===== config.mk =====
export PLATFORM = sky130hd
export DESIGN_NAME = bwd_decoder
export DESIGN_NICKNAME = d
export VERILOG_FILES = /design/src/rtl/bwd_pkg.sv /design/src/rtl/bwd_window.sv /design/src/rtl/bwd_ctrl.sv /design/src/rtl/bwd_datapath.sv /design/src/rtl/bwd_decoder.sv
export SDC_FILE = /design/constraint.sdc
export NUM_CORES = 1
export LEC_CHECK = 0
export ABC_AREA = 1
export BUFFER_PORTS_ARGS = -buffer_cell sky130_fd_sc_hd__buf_2
export CAP_MARGIN = 20
export CORE_AREA = 4 4 135 137
export CTS_CLUSTER_DIAMETER = 120
export CTS_CLUSTER_SIZE = 12
export DETAILED_ROUTE_END_ITERATION = 10
export DIE_AREA = 0 0 139 141
export PLACE_DENSITY = 0.76
export SYNTH_ARGS = -nofsm -noshare
export SYNTH_HDL_FRONTEND = slang
export SYNTH_SLANG_ARGS = --single-unit

===== constraint.sdc =====
create_clock -name clk -period 6.1 [get_ports clk]
set_input_delay 1.83 -clock clk [delete_from_list [all_inputs] [get_ports clk]]
set_output_delay 1.83 -clock clk [all_outputs]
set_load 0.1 [all_outputs]

===== src/rtl/bwd_pkg.sv =====
package bwd_pkg;
  localparam int ADDR_W    = 64;
  localparam int IO_SPAN_W = 32;
  localparam int WIN_N     = 4;

  localparam int WIN_IO   = 0;
  localparam int WIN_MEM  = 1;
  localparam int WIN_PREF = 2;
  localparam int WIN_VGA  = 3;

  typedef enum logic [1:0] {
    KIND_IO   = 2'd0,
    KIND_MEM  = 2'd1,
    KIND_PREF = 2'd2,
    KIND_RSVD = 2'd3
  } reqKind_e;

  typedef struct packed {
    logic capture;
    logic ioSel;
    logic memSel;
    logic prefSel;
  } ctrlStrobe_t;

  localparam logic [ADDR_W-1:0] VGA_IO_LO_FIRST = 64'h3B0;
  localparam logic [ADDR_W-1:0] VGA_IO_LO_LAST  = 64'h3BB;
  localparam logic [ADDR_W-1:0] VGA_IO_HI_FIRST = 64'h3C0;
  localparam logic [ADDR_W-1:0] VGA_IO_HI_LAST  = 64'h3DF;
  localparam logic [ADDR_W-1:0] VGA_MEM_FIRST   = 64'hA0000;
  localparam logic [ADDR_W-1:0] VGA_MEM_LAST    = 64'hBFFFF;
endpackage


===== src/rtl/bwd_window.sv =====
module bwd_window #(
  parameter int LOW_BITS = 12,
  parameter int FIELD_W  = 4,
  parameter int UPPER_W  = 16,
  parameter int ADDR_W   = 64
) (
  input  logic [FIELD_W-1:0] baseField,
  input  logic [FIELD_W-1:0] limitField,
  input  logic [UPPER_W-1:0] baseUpper,
  input  logic [UPPER_W-1:0] limitUpper,
  input  logic               baseWide,
  input  logic               limitWide,
  input  logic               enable,
  input  logic [ADDR_W-1:0]  addr,
  input  logic               addrOk,
  output logic               hit
);
  localparam int UPPER_LSB = LOW_BITS + FIELD_W;

  logic [ADDR_W-1:0] baseAddr;
  logic [ADDR_W-1:0] limitAddr;
  logic              windowOpen;

  // Bounds: field sits above the granularity bits, optional upper word above it.
  always_comb begin
    baseAddr = '0;
    baseAddr[LOW_BITS +: FIELD_W] = baseField;
    if (baseWide) baseAddr[UPPER_LSB +: UPPER_W] = baseUpper;

    limitAddr = '0;
    limitAddr[LOW_BITS-1:0] = '1;
    limitAddr[LOW_BITS +: FIELD_W] = limitField;
    if (limitWide) limitAddr[UPPER_LSB +: UPPER_W] = limitUpper;
  end

  assign windowOpen = enable && (limitAddr >= baseAddr);
  assign hit = windowOpen && addrOk && (addr >= baseAddr) && (addr <= limitAddr);
endmodule


===== src/rtl/bwd_ctrl.sv =====
module bwd_ctrl
  import bwd_pkg::*;
(
  input  logic        reqValid,
  input  logic [1:0]  reqKind,
  output ctrlStrobe_t strobe
);
  reqKind_e kind;

  assign kind = reqKind_e'(reqKind);

  always_comb begin
    strobe = '0;
    strobe.capture = reqValid;
    if (reqValid) begin
      unique case (kind)
        KIND_IO:   strobe.ioSel   = 1'b1;
        KIND_MEM:  strobe.memSel  = 1'b1;
        KIND_PREF: strobe.prefSel = 1'b1;
        default:   ;
      endcase
    end
  end
endmodule


===== src/rtl/bwd_datapath.sv =====
module bwd_datapath
  import bwd_pkg::*;
#(
  parameter int ADDR_W    = bwd_pkg::ADDR_W,
  parameter int IO_SPAN_W = bwd_pkg::IO_SPAN_W
) (
  input  logic              clk,
  input  logic              rstN,
  input  ctrlStrobe_t       strobe,
  input  logic [7:0]        ioBaseReg,
  input  logic [7:0]        ioLimitReg,
  input  logic [15:0]       ioBaseHi,
  input  logic [15:0]       ioLimitHi,
  input  logic [15:0]       memBaseReg,
  input  logic [15:0]       memLimitReg,
  input  logic [15:0]       prefBaseReg,
  input  logic [15:0]       prefLimitReg,
  input  logic [31:0]       prefBaseHi,
  input  logic [31:0]       prefLimitHi,
  input  logic              ioEnable,
  input  logic              memEnable,
  input  logic              vgaEnable,
  input  logic [ADDR_W-1:0] reqAddr,
  output logic              claimValid,
  output logic              claimHit,
  output logic [WIN_N-1:0]  claimWindow
);
  localparam int IO_GRAN   = 12;
  localparam int MEM_GRAN  = 20;
  localparam int IO_FLD_W  = 4;
  localparam int MEM_FLD_W = 12;

  logic ioAddrOk;
  logic [WIN_N-1:0] winHit;
  logic [WIN_N-1:0] nextWindow;
  logic vgaIoHit, vgaMemHit;
  logic unusedCfgBits;

  assign ioAddrOk = (reqAddr[ADDR_W-1:IO_SPAN_W] == '0);
  assign unusedCfgBits = ^{ioBaseReg[3:1], ioLimitReg[3:1], memBaseReg[3:0],
                           memLimitReg[3:0], prefBaseReg[3:1], prefLimitReg[3:1]};

  bwd_window #(.LOW_BITS(IO_GRAN), .FIELD_W(IO_FLD_W), .UPPER_W(16), .ADDR_W(ADDR_W)) ioWin_i (
    .baseField(ioBaseReg[7:4]), .limitField(ioLimitReg[7:4]),
    .baseUpper(ioBaseHi), .limitUpper(ioLimitHi),
    .baseWide(ioBaseReg[0]), .limitWide(ioLimitReg[0]),
    .enable(ioEnable), .addr(reqAddr), .addrOk(ioAddrOk), .hit(winHit[WIN_IO])
  );

  bwd_window #(.LOW_BITS(MEM_GRAN), .FIELD_W(MEM_FLD_W), .UPPER_W(16), .ADDR_W(ADDR_W)) memWin_i (
    .baseField(memBaseReg[15:4]), .limitField(memLimitReg[15:4]),
    .baseUpper(16'h0), .limitUpper(16'h0),
    .baseWide(1'b0), .limitWide(1'b0),
    .enable(memEnable), .addr(reqAddr), .addrOk(1'b1), .hit(winHit[WIN_MEM])
  );

  bwd_window #(.LOW_BITS(MEM_GRAN), .FIELD_W(MEM_FLD_W), .UPPER_W(32), .ADDR_W(ADDR_W)) prefWin_i (
    .baseField(prefBaseReg[15:4]), .limitField(prefLimitReg[15:4]),
    .baseUpper(prefBaseHi), .limitUpper(prefLimitHi),
    .baseWide(prefBaseReg[0]), .limitWide(prefLimitReg[0]),
    .enable(memEnable), .addr(reqAddr), .addrOk(1'b1), .hit(winHit[WIN_PREF])
  );

  // Legacy display ranges, independent of the command enables.
  assign vgaIoHit = ioAddrOk &&
                    (((reqAddr >= VGA_IO_LO_FIRST) && (reqAddr <= VGA_IO_LO_LAST)) ||
                     ((reqAddr >= VGA_IO_HI_FIRST) && (reqAddr <= VGA_IO_HI_LAST)));
  assign vgaMemHit = (reqAddr >= VGA_MEM_FIRST) && (reqAddr <= VGA_MEM_LAST);
  assign winHit[WIN_VGA] = vgaEnable &&
                           ((strobe.ioSel && vgaIoHit) ||
                            ((strobe.memSel || strobe.prefSel) && vgaMemHit));

  always_comb begin
    nextWindow = '0;
    if (winHit[WIN_VGA])                       nextWindow[WIN_VGA]  = 1'b1;
    else if (strobe.ioSel && winHit[WIN_IO])   nextWindow[WIN_IO]   = 1'b1;
    else if (strobe.memSel && winHit[WIN_MEM]) nextWindow[WIN_MEM]  = 1'b1;
    else if (strobe.prefSel && winHit[WIN_PREF]) nextWindow[WIN_PREF] = 1'b1;
  end

  always_ff @(posedge clk) begin
    if (!rstN) begin
      claimValid  <= 1'b0;
      claimHit    <= 1'b0;
      claimWindow <= '0;
    end else if (strobe.capture) begin
      claimValid  <= 1'b1;
      claimHit    <= |nextWindow;
      claimWindow <= nextWindow;
    end else begin
      claimValid  <= 1'b0;
      claimHit    <= 1'b0;
      claimWindow <= '0;
    end
  end
endmodule


===== src/rtl/bwd_decoder.sv =====
module bwd_decoder
  import bwd_pkg::*;
#(
  parameter int ADDR_W = bwd_pkg::ADDR_W
) (
  input  logic              clk,
  input  logic              rstN,
  input  logic [7:0]        ioBaseReg,
  input  logic [7:0]        ioLimitReg,
  input  logic [15:0]       ioBaseHi,
  input  logic [15:0]       ioLimitHi,
  input  logic [15:0]       memBaseReg,
  input  logic [15:0]       memLimitReg,
  input  logic [15:0]       prefBaseReg,
  input  logic [15:0]       prefLimitReg,
  input  logic [31:0]       prefBaseHi,
  input  logic [31:0]       prefLimitHi,
  input  logic              ioEnable,
  input  logic              memEnable,
  input  logic              vgaEnable,
  input  logic              reqValid,
  input  logic [1:0]        reqKind,
  input  logic [ADDR_W-1:0] reqAddr,
  output logic              claimValid,
  output logic              claimHit,
  output logic [3:0]        claimWindow
);
  ctrlStrobe_t strobe;

  bwd_ctrl ctrl_i (
    .reqValid(reqValid), .reqKind(reqKind), .strobe(strobe)
  );

  bwd_datapath #(.ADDR_W(ADDR_W)) dp_i (
    .clk(clk), .rstN(rstN), .strobe(strobe),
    .ioBaseReg(ioBaseReg), .ioLimitReg(ioLimitReg),
    .ioBaseHi(ioBaseHi), .ioLimitHi(ioLimitHi),
    .memBaseReg(memBaseReg), .memLimitReg(memLimitReg),
    .prefBaseReg(prefBaseReg), .prefLimitReg(prefLimitReg),
    .prefBaseHi(prefBaseHi), .prefLimitHi(prefLimitHi),
    .ioEnable(ioEnable), .memEnable(memEnable), .vgaEnable(vgaEnable),
    .reqAddr(reqAddr),
    .claimValid(claimValid), .claimHit(claimHit), .claimWindow(claimWindow)
  );
endmodule


Word-level counts from Yosys, hierarchy flattened
Cells that the tools add are included.

word-level totals
  word-level logic and storage cells = 63
  output and inout port bits = 6
  register bits = 6

operators by class
  reductions and logical operators = 27
  multiplexer cells = 16
  equal/unequal tests = 2
  order comparisons = 15

operators with widths
  operator                                                                                number
  64-bit by 10-bit greater-or-equal comparator with 1-bit output (second input constant)  2
  64-bit by 32-bit greater-or-equal comparator with 1-bit output                          2
  64-bit greater-or-equal comparator                                                      2
  64-bit by 10-bit less-or-equal comparator with 1-bit output (second input constant)     2
  64-bit by 32-bit less-or-equal comparator with 1-bit output                             2
  32-bit greater-or-equal comparator                                                      2
  64-bit by 20-bit greater-or-equal comparator with 1-bit output (second input constant)  1
  64-bit by 20-bit less-or-equal comparator with 1-bit output (second input constant)     1
  64-bit less-or-equal comparator                                                         1
  32-bit two-way mux                                                                      2
  32-bit logical NOT                                                                      1
  16-bit two-way mux                                                                      2
  1-bit logical AND                                                                       20
  1-bit two-way mux                                                                       9
  3-bit two-way mux                                                                       2
  4-bit OR reduction                                                                      1
  1-bit logical OR                                                                        3
  2-bit by 1-bit == test with 1-bit output (second input constant)                        1
  2-bit == test (second input constant)                                                   1
  2-bit logical NOT                                                                       1
  2-bit two-way mux                                                                       1
  2-bit AND reduction                                                                     1

Logic depth before layout (Yosys ltp)
Gate-level depths: netlist (run 1).

  depth after elaboration = 11
  gate-level depth with buffers = 20
  gate-level depth less buffers = 19

Hierarchy
From an unflattened synthesis (run 1), not the netlist that was laid out.

second synthesis, totals
  cells, all modules = 1479
  area total of the unflattened synthesis = 8640.8 µm²

by module, submodules not included
  module                        cells an instance  times used  area an instance (µm²)  sequential area each (µm²)
  bwd_window at dp_i.prefWin_i  611                1           3711.1                  0.0
  bwd_window at dp_i.memWin_i   430                1           2487.4                  0.0
  bwd_window at dp_i.ioWin_i    317                1           1843.0                  0.0
  bwd_datapath                  113                1           565.5                   120.1
  bwd_ctrl                      8                  1           33.8                    0.0

Least setup slack after synthesis (run 1)
Ideal clock, no wire load.

  path type = input -> register
  from = input ioBaseReg[0]
  to = register dp_i.claimHit
  buffers on the path = 2
  path slack = 2.399 ns
  library setup time = 0.114 ns
  data required time = 5.986 ns
  stages = 17
  data arrival time = 3.588 ns
  path through = clkbuf_1 clkbuf_1 nand2_1 ha_1 nand2_1 nor2_2 inv_2 nor2_1 nand2_1 nor2_1 nand2_1 nand4_1 nand3_1 nand2_1 nor2_2 nor2_1 nor2_1

between the ends
  longest elaborated chain between the ends = 10
  elaborated cells between the ends (all ways) = 12
  those cells by class = order compare (2); mux (4); reduce/logical (6)

ends and longest elaborated chain
  item                                                    RTL line            text
  from (decl)                                             bwd_decoder.sv:8    input logic [7:0] ioBaseReg,
  16-bit two-way mux *                                    bwd_window.sv:28    if (baseWide) baseAddr[UPPER_LSB +: UPPER_W] = baseUpper;
  32-bit greater-or-equal comparator                      bwd_window.sv:36    assign windowOpen = enable && (limitAddr >= baseAddr);
  1-bit logical AND                                       bwd_window.sv:36
  1-bit logical AND                                       bwd_window.sv:37    assign hit = windowOpen && addrOk && (addr >= baseAddr) && (addr <= limitAddr);
  1-bit logical AND * (2 in a row)                        bwd_window.sv:37
  1-bit logical AND *                                     bwd_datapath.sv:76  else if (strobe.ioSel && winHit[WIN_IO]) nextWindow[WIN_IO] = 1'b1;
  1-bit two-way mux or 2-bit two-way mux (tied branches)  bwd_datapath.sv:76
  3-bit two-way mux *                                     bwd_datapath.sv:75  if (winHit[WIN_VGA]) nextWindow[WIN_VGA] = 1'b1;
  4-bit OR reduction *                                    bwd_datapath.sv:88  claimHit <= |nextWindow;
  to (signal assigned)                                    bwd_datapath.sv:88
  to (decl)                                               bwd_datapath.sv:25  output logic claimHit,

Every way passes the cells marked *; elsewhere a longest branch is shown, timed or not.
A chain may end at the register's enable or synchronous reset.

Worst setup path after layout (run 1)
  from = input prefLimitReg[0]
  to = register dp_i.claimHit

between the ends
  longest elaborated chain between the ends = 11
  elaborated cells between the ends (all ways) = 12
  those cells by class = order compare (2); mux (5); reduce/logical (5)

ends and longest elaborated chain
  item                                RTL line            text
  from (decl)                         bwd_decoder.sv:15   input logic [15:0] prefLimitReg,
  32-bit two-way mux *                bwd_window.sv:33    if (limitWide) limitAddr[UPPER_LSB +: UPPER_W] = limitUpper;
  64-bit greater-or-equal comparator  bwd_window.sv:36
  1-bit logical AND                   bwd_window.sv:36
  1-bit logical AND                   bwd_window.sv:37
  1-bit logical AND *                 bwd_window.sv:37
  1-bit logical AND *                 bwd_datapath.sv:78  else if (strobe.prefSel && winHit[WIN_PREF]) nextWindow[WIN_PREF] = 1'b1;
  1-bit two-way mux *                 bwd_datapath.sv:78
  1-bit two-way mux *                 bwd_datapath.sv:77  else if (strobe.memSel && winHit[WIN_MEM]) nextWindow[WIN_MEM] = 1'b1;
  2-bit two-way mux *                 bwd_datapath.sv:76
  3-bit two-way mux *                 bwd_datapath.sv:75
  4-bit OR reduction *                bwd_datapath.sv:88

Marks and branches as above.

==> run metrics, run 1 <==
die area 0.01960 mm2; Post-Synth Adder-Cell Area around 42%; CTS root buf clkbuf_16; Chip Width about 140 um; Max IR drop VDD between 0.08 and 0.09 mV; fraction of layout cells with a size suffix above 1 between 10% and 20%; postcts setup bufs 0; Final min period between 3000 and 4000 ps; Area Growth Syn to Fin 22.19%; Crit. End Element register; ys flop type dfxtp_1; CTS tree built; pin count of the biggest net entering global routing 33; WL per Instance 13.43 um; Synth area leaders ha_1, nand2_1, inv_1, a21oi_1, nor2_1; register area share after synthesis around 1.8%; type of the worst min-delay path input pin to register; Post-synth EDFFs 0; Pre-Repair DR Iteration Count 5; PortBufs approximately 230; CP max stage cell buf_2; achievable frequency 254.3 MHz; Critical Path Source Type input pin; initial antenna violation count 3; first-pass GRT wire length around 34 mm; # IOs ~250; Yosys top cell area share 42.06%; Critical Path Most Common Cell nand2_1; Netlist cell types 29; post-route ant nets 0; synthesized net count roughly 1.6k; std cell rows 48; post-DP HPWL between 15 and 20 mm; Die Span Y 141 um; HP Start rstN; peak fanout along the critical path 32; clock slew at reported path FFs around 30 ps; Post-Syn Area roughly 0.0067 mm2; DR vias/cell slightly below 5; fill cell count about 1.8k; Worst setup startpoint prefLimitReg[0]; fin crit share 64.47%; status finished, final reports clean; Tightest Pin Transition 613.6 ps; Post-Synth XOR/XNOR Area 0%; Tot GR Track Use approximately a fifth; mux cell area share after synthesis 0%; max_slew headroom about three fifths; via count slightly below 8k; Yosys warnings 0; RSZ-0062 raised after global routing false; post-synthesis cell count between 1k and 1.5k; share of synthesized flip-flops with an asynchronous set or reset 0%; Final Hold Vio Count 0; H-tree depth 1; Synth Register Bits 6; initial DRC count approximately 260; Max-Cap Viols 0; PwrDens a little under 80 mW/mm2; DR DRC count 0; worst path cell trace buf_2 > nand2_1 > ha_1 > nand2_1 > nor2_1 > nor3b_2 > nand2_1 > nor2_2 > nand2_1 > nand3_1 > nand2_1 > nand2_2 > nor2_2 > nor2_1 > nor2_1; crit-path max cell delay roughly 480 ps; gr ovfl total 0; required time worst endpoint slightly above 6000 ps; total CTS buffers 3; drt total wl 21.17 mm; Placer Congestion around 0.96; simple-gate area share of the yosys netlist 34.50%; clk buf depth 2; leading area contributor after synthesis ha_1; nets 1826; CTS Hold Bufs 0; ANT cells 0; core area 0.01706 mm2; static leakage around 0.0050 uW; kind of critical path input pin to register; Compound-Gate Fraction of Synth Area between 10% and 20%; worst hold slack 1966 ps; Final TNS setup 0 ps; Slew Limit Fails 0; Starting Density around two fifths; Clock Sinks 6; Syn Area/Cell between 5 and 6 um2; final setup vio count 0; largest family of logic cells by synthesized area adder cells; vias in the first global route roughly 7.7k; PostCTS Resize Cnt 0; Critical Path AT ~4000 ps
[worst max-delay path: cells and delay by family]
family	cells	cell delay (ps)
adders and majority gates	1	340
and+or+nand+nor	13	1370
buffers and inverters	1	480
[worst paths after layout]
kind         endpoint  slack, ps  depth (start not counted)
max     dp_i.claimHit       2170                         15
min   dp_i.claimValid       1970                          3
[cell usage after synthesis, types with 3 or more instances]
cell	n
o21a_1	5
nor2_2	10
nand4_1	22
a21oi_1	94
nand3b_1	3
nand2_1	368
nor2_1	121
clkinv_1	3
nor3_1	12
dfxtp_1	6
ha_1	225
nand3_1	23
inv_1	170
a211oi_1	3
inv_2	4
clkbuf_1	10
a21o_1	6
o21ai_0	24
[cells by family (layout without fill, tap and decap cells)]
family,after synthesis,in the layout
flip-flops,6,6
AND/OR/NAND/NOR,568,568
buffers and inverters,187,413
AO/OA/AOI/OAI,139,139
adder cells (fa/ha/maj),225,225
[metrics by stage]
step / worst slack [ps] / instance area (um2) / std cells / utilization [%] / power (uW)
6_report: 2167 / 8179 / 1576 / 47.95 / 646.2
5_1_grt: 1910 / 8179 / 1576 / 47.95 / 739.5
4_1_cts: 2132 / 8179 / 1576 / 47.95 / 650.6
3_5_place_dp: 1899 / 8104 / 1573 / 47.51 / 543.5
3_3_place_gp: 1924 / 8104 / 1573 / 47.51 / 524.4
2_1_floorplan: 2399 / 6694 / 1125 / - / 355.4
[cells in the final DEF (no fill, tap or decap), drive strengths merged, types with 5 or more instances in the layout]
cell / count
nand2: 370
buf: 233
ha: 225
inv: 174
nor2: 131
a21oi: 94
o21ai: 25
nand3: 23
nand4: 22
nor3: 14
a21o: 6
dfxtp: 6
o21a: 5
[state kept, by name, summed over array words and instances (netlist names)]
| signal | cells |
|---|---|
| dp_i.claimWindow | 4 |
| dp_i.claimHit | 1 |
| dp_i.claimValid | 1 |
[report_power, final]
| part | switching (uW) | total (uW) | internal [uW] |
|---|---|---|---|
| Combinational | 291 | 503 | 212 |
| Sequential | 0.113 | 40.0 | 39.9 |
| Clock | 19.5 | 103 | 83.9 |
| Total | 310 | 646 | 336 |
[area by class of cell]
type / count / area, um2 / area share [%]
inverter: 177 / 664.4 / 8.123
sequential: 6 / 120.1 / 1.469
tap: 225 / 281.5 / 3.442
timing repair buffer: 233 / 1166 / 14.26
clock buffer: 3 / 75.07 / 0.9179
multi-input combinational: 932 / 5872 / 71.79
[layer usage]
metal	share of wire, %	GRT usage (%)	wire length (um)	vias to the layer above
li1	-	-	-	4127
met5	0.14	0	29	-
met2	49	39.81	10370	239
met1	43	25.39	9142	3352
met4	1.3	2.935	284	6
met3	6.3	2.442	1343	24
Note: power is estimated with default switching activity, not from simulation.
==> run 2: changes to the inputs <==
Settings changed: ABC_AREA 1 to 0, CORE_AREA 4 4 135 137 to 4 4 128 130, DIE_AREA 0 0 139 141 to 0 0 132 134, PLACE_DENSITY 0.76 to 0.78.
Clock period 6.1 ns to 3.7 ns, I/O delays scaled along.
==> run 2 against run 1 <==
Via count shrank 7.9%. Sequential share of layout area increased by 0.12 points. Count of clock-buffer cells in the layout unchanged. Wire length fell by 1.4%. Utilization rose by 2.0 points. Hold slack got worse by 820 ps. Worst setup slack worse by 1900 ps. Non-clock buffer count grew 13. Critical path type unchanged. Critical endpoint is now dp_i.claimWindow[2]. Largest cell class unchanged. Largest power group unchanged. Highest routed layer unchanged.
==> run metrics, run 2 <==
register area share after synthesis 2.004% (+0.21 points); Synth Register Bits 6 (unchanged); Yosys top cell area share 46.97% (+4.9 points); CTS Hold Bufs 0 (unchanged); max layer used met5; std cell rows 45 (-6.3%); Crit. End Element register; postcts setup bufs 0 (unchanged); Netlist cell types 42 (+45%); achievable frequency 294.5 MHz; final setup vio count 0 (unchanged); kind of critical path input pin to register; # IOs 254 (unchanged); PortBufs 233 (unchanged); routed wl met2 10.07 mm (-2.9%); DR DRC count 0 (unchanged); fill cell count 1543 (-14%); static leakage 0.004380 uW (-13%); Max-Cap Viols 0 (unchanged); Starting Density 39.57% (+0.32 points); Chip Width 132 um (-5.0%); Logic pwr share 76.8% (-1.0 points); count leader, synth ha_1; fin cells 1278 (-19%); drt total wl 20.88 mm (-1.4%); Post-Synth XOR/XNOR Area 0.1461% (+0.15 points); DR vias/cell 5.583 (+14%); Synth area leaders ha_1, nand2_1, inv_1, a21oi_1, nand4_1; dpl ws 52.86 ps (-1846 ps); Metal-1 WL 8.753 mm (-4.3%); Final TNS setup 0 ps (unchanged); biggest registers after layout dp_i.claimWindow (4), dp_i.claimHit (1), dp_i.claimValid (1); fin crit share 91.78%; most common cell after layout, fill and taps aside buf_2; fraction of layout cells with a size suffix above 1 23.12% (+4.2 points); largest family of logic cells by synthesized area adder cells; max_slew headroom 63.38% (+4.3 points); Final Hold Vio Count 0 (unchanged); Critical Path Source Type input pin; initial DRC count 360 (+37%); pin count of the biggest net entering global routing 22 (-33%); gr ovfl total 0 (unchanged); share of synthesized flip-flops with an asynchronous set or reset 0% (unchanged); Largest register FFs 4 (unchanged); switching share of total power 45.97% (-2.0 points); vias in the first global route 7124 (-6.9%); Syn Area/Cell 7.043 um2 (+18%); initial antenna violation count 3 (unchanged); Internal 557.7 uW (+66%); RSZ-0062 raised after global routing false; Slew Limit Fails 0 (unchanged); clock power share 16.8% (+0.8 points); setup ws final 304.0 ps (-1863 ps); synthesized net count 1324 (-17%); Final min period roughly 3400 ps; die area 0.01769 mm2 (-9.8%); Post-Syn Area 0.005993 mm2 (-10%); Clock Sinks 6 (unchanged); CTS tree built; peak fanout along the critical path 21 (-34%); status finished, final reports clean; clock slew at reported path FFs 30 ps (about the same); Placed Instances 1275 (-19%); nets 1565 (-14%); leading area contributor after synthesis ha_1; Tot GR Track Use 22.66% (+1.9 points); post-synthesis cell count 851 (-24%); Yosys warnings 0 (unchanged); Critical Path AT 3560 ps (-480 ps); PwrDens 136.4 mW/mm2 (+73%); CTS root buf clkbuf_16; sequential power share 6.4% (+0.2 points); core area 0.01515 mm2 (-11%); synth cell count leaders ha_1, nand2_1, inv_1; Post-synth EDFFs 0 (unchanged); first-pass GRT wire length 33.56 mm (-2.3%); clk buf depth 2 (unchanged); ANT cells 0 (unchanged); Post-Synth Adder-Cell Area 46.97% (+4.9 points); post-DP HPWL 19.03 mm (-2.5%); Tightest Pin Transition 544.2 ps (-69.33 ps); ys flop type dfxtp_1; total CTS buffers 3 (unchanged); type of the worst min-delay path input pin to register; Most flops, register dp_i.claimWindow; routed wl met3 1.674 mm (+25%); PostCTS Resize Cnt 0 (unchanged); worst hold slack 1142 ps (-824.3 ps); mux cell area share after synthesis 0% (unchanged); WL per Instance 16.34 um (+22%); Compound-Gate Fraction of Synth Area 18.89% (+7.7 points); Area Growth Syn to Fin 26.26%; Sw Pwr 474.5 uW (+53%); most frequent cells in the layout buf_2, ha_1, nand2_1, inv_1, a21oi_1; Max IR drop VDD 0.09241 mV (+13%); Placer Congestion 0.9594 (-0.55%); required time worst endpoint 3870 ps (-2340 ps); Pre-Repair DR Iteration Count 5 (unchanged); simple-gate area share of the yosys netlist 24.47% (-10 points); H-tree depth 1 (unchanged); post-route ant nets 0 (unchanged); Die Span Y 134 um (-5.0%); via count 7135 (-7.9%)
[run 2: logic make-up after synthesis]
family,after synthesis
flip-flops,6
adder cells (fa/ha/maj),225
AO/OA/AOI/OAI,184
buffers and inverters,120
XOR/XNOR,1
AND/OR/NAND/NOR,315
[run 2: path summary, 6_finish.rpt]
check | from | to | slack, ps | cells after the start
max | prefBaseReg[0] | dp_i.claimWindow[2] | 300 | 11
min | rstN | dp_i.claimValid | 1140 | 3
[run 2: power by group through the flow]
| stage | combinational [uW] | clock [uW] | sequential (uW) |
|---|---|---|---|
| after floorplan | 462 | 0 | 71.5 |
| after global placement | 757 | 0 | 66.8 |
| after detailed placement | 785 | 0 | 67.0 |
| after CTS | 790 | 176 | 66.0 |
| after global routing | 915 | 181 | 66.0 |
| final | 793 | 174 | 66.0 |
[run 2: critical path: stages]
cell and delay (ps):
buf_2 120, buf_12 160, nand2_1 110, ha_1 330, nand4_1 100, nor3_1 400, nand2_1 200, a2111oi_0 440
or4_1 190, o221ai_2 130, and4b_1 260
[run 2: routing by layer]
metal / up-vias / GRT usage, %
li1: 3597 / -
met1: 3220 / 27.80
met2: 279 / 41.99
met3: 33 / 3.638
met4: 6 / 4.201
met5: - / 0
[run 2: final cells by class]
cell class	count	area (um2)	share of cell area [%]
repair buffers	246	1301	17.20
well taps	188	235.2	3.108
clock buffers	3	75.07	0.9921
multi-input cells	725	5423	71.66
flip-flops and latches	6	120.1	1.587
inverters	110	412.9	5.456
[run 2: metrics by stage]
stage	utilization (%)	area (um2)	total power, uW
6_report	49.96	7567	1032
5_1_grt	49.96	7567	1161
4_1_cts	49.96	7567	1032
3_5_place_dp	49.47	7492	851.9
3_3_place_gp	49.47	7492	823.9
2_1_floorplan	-	5993	533.5
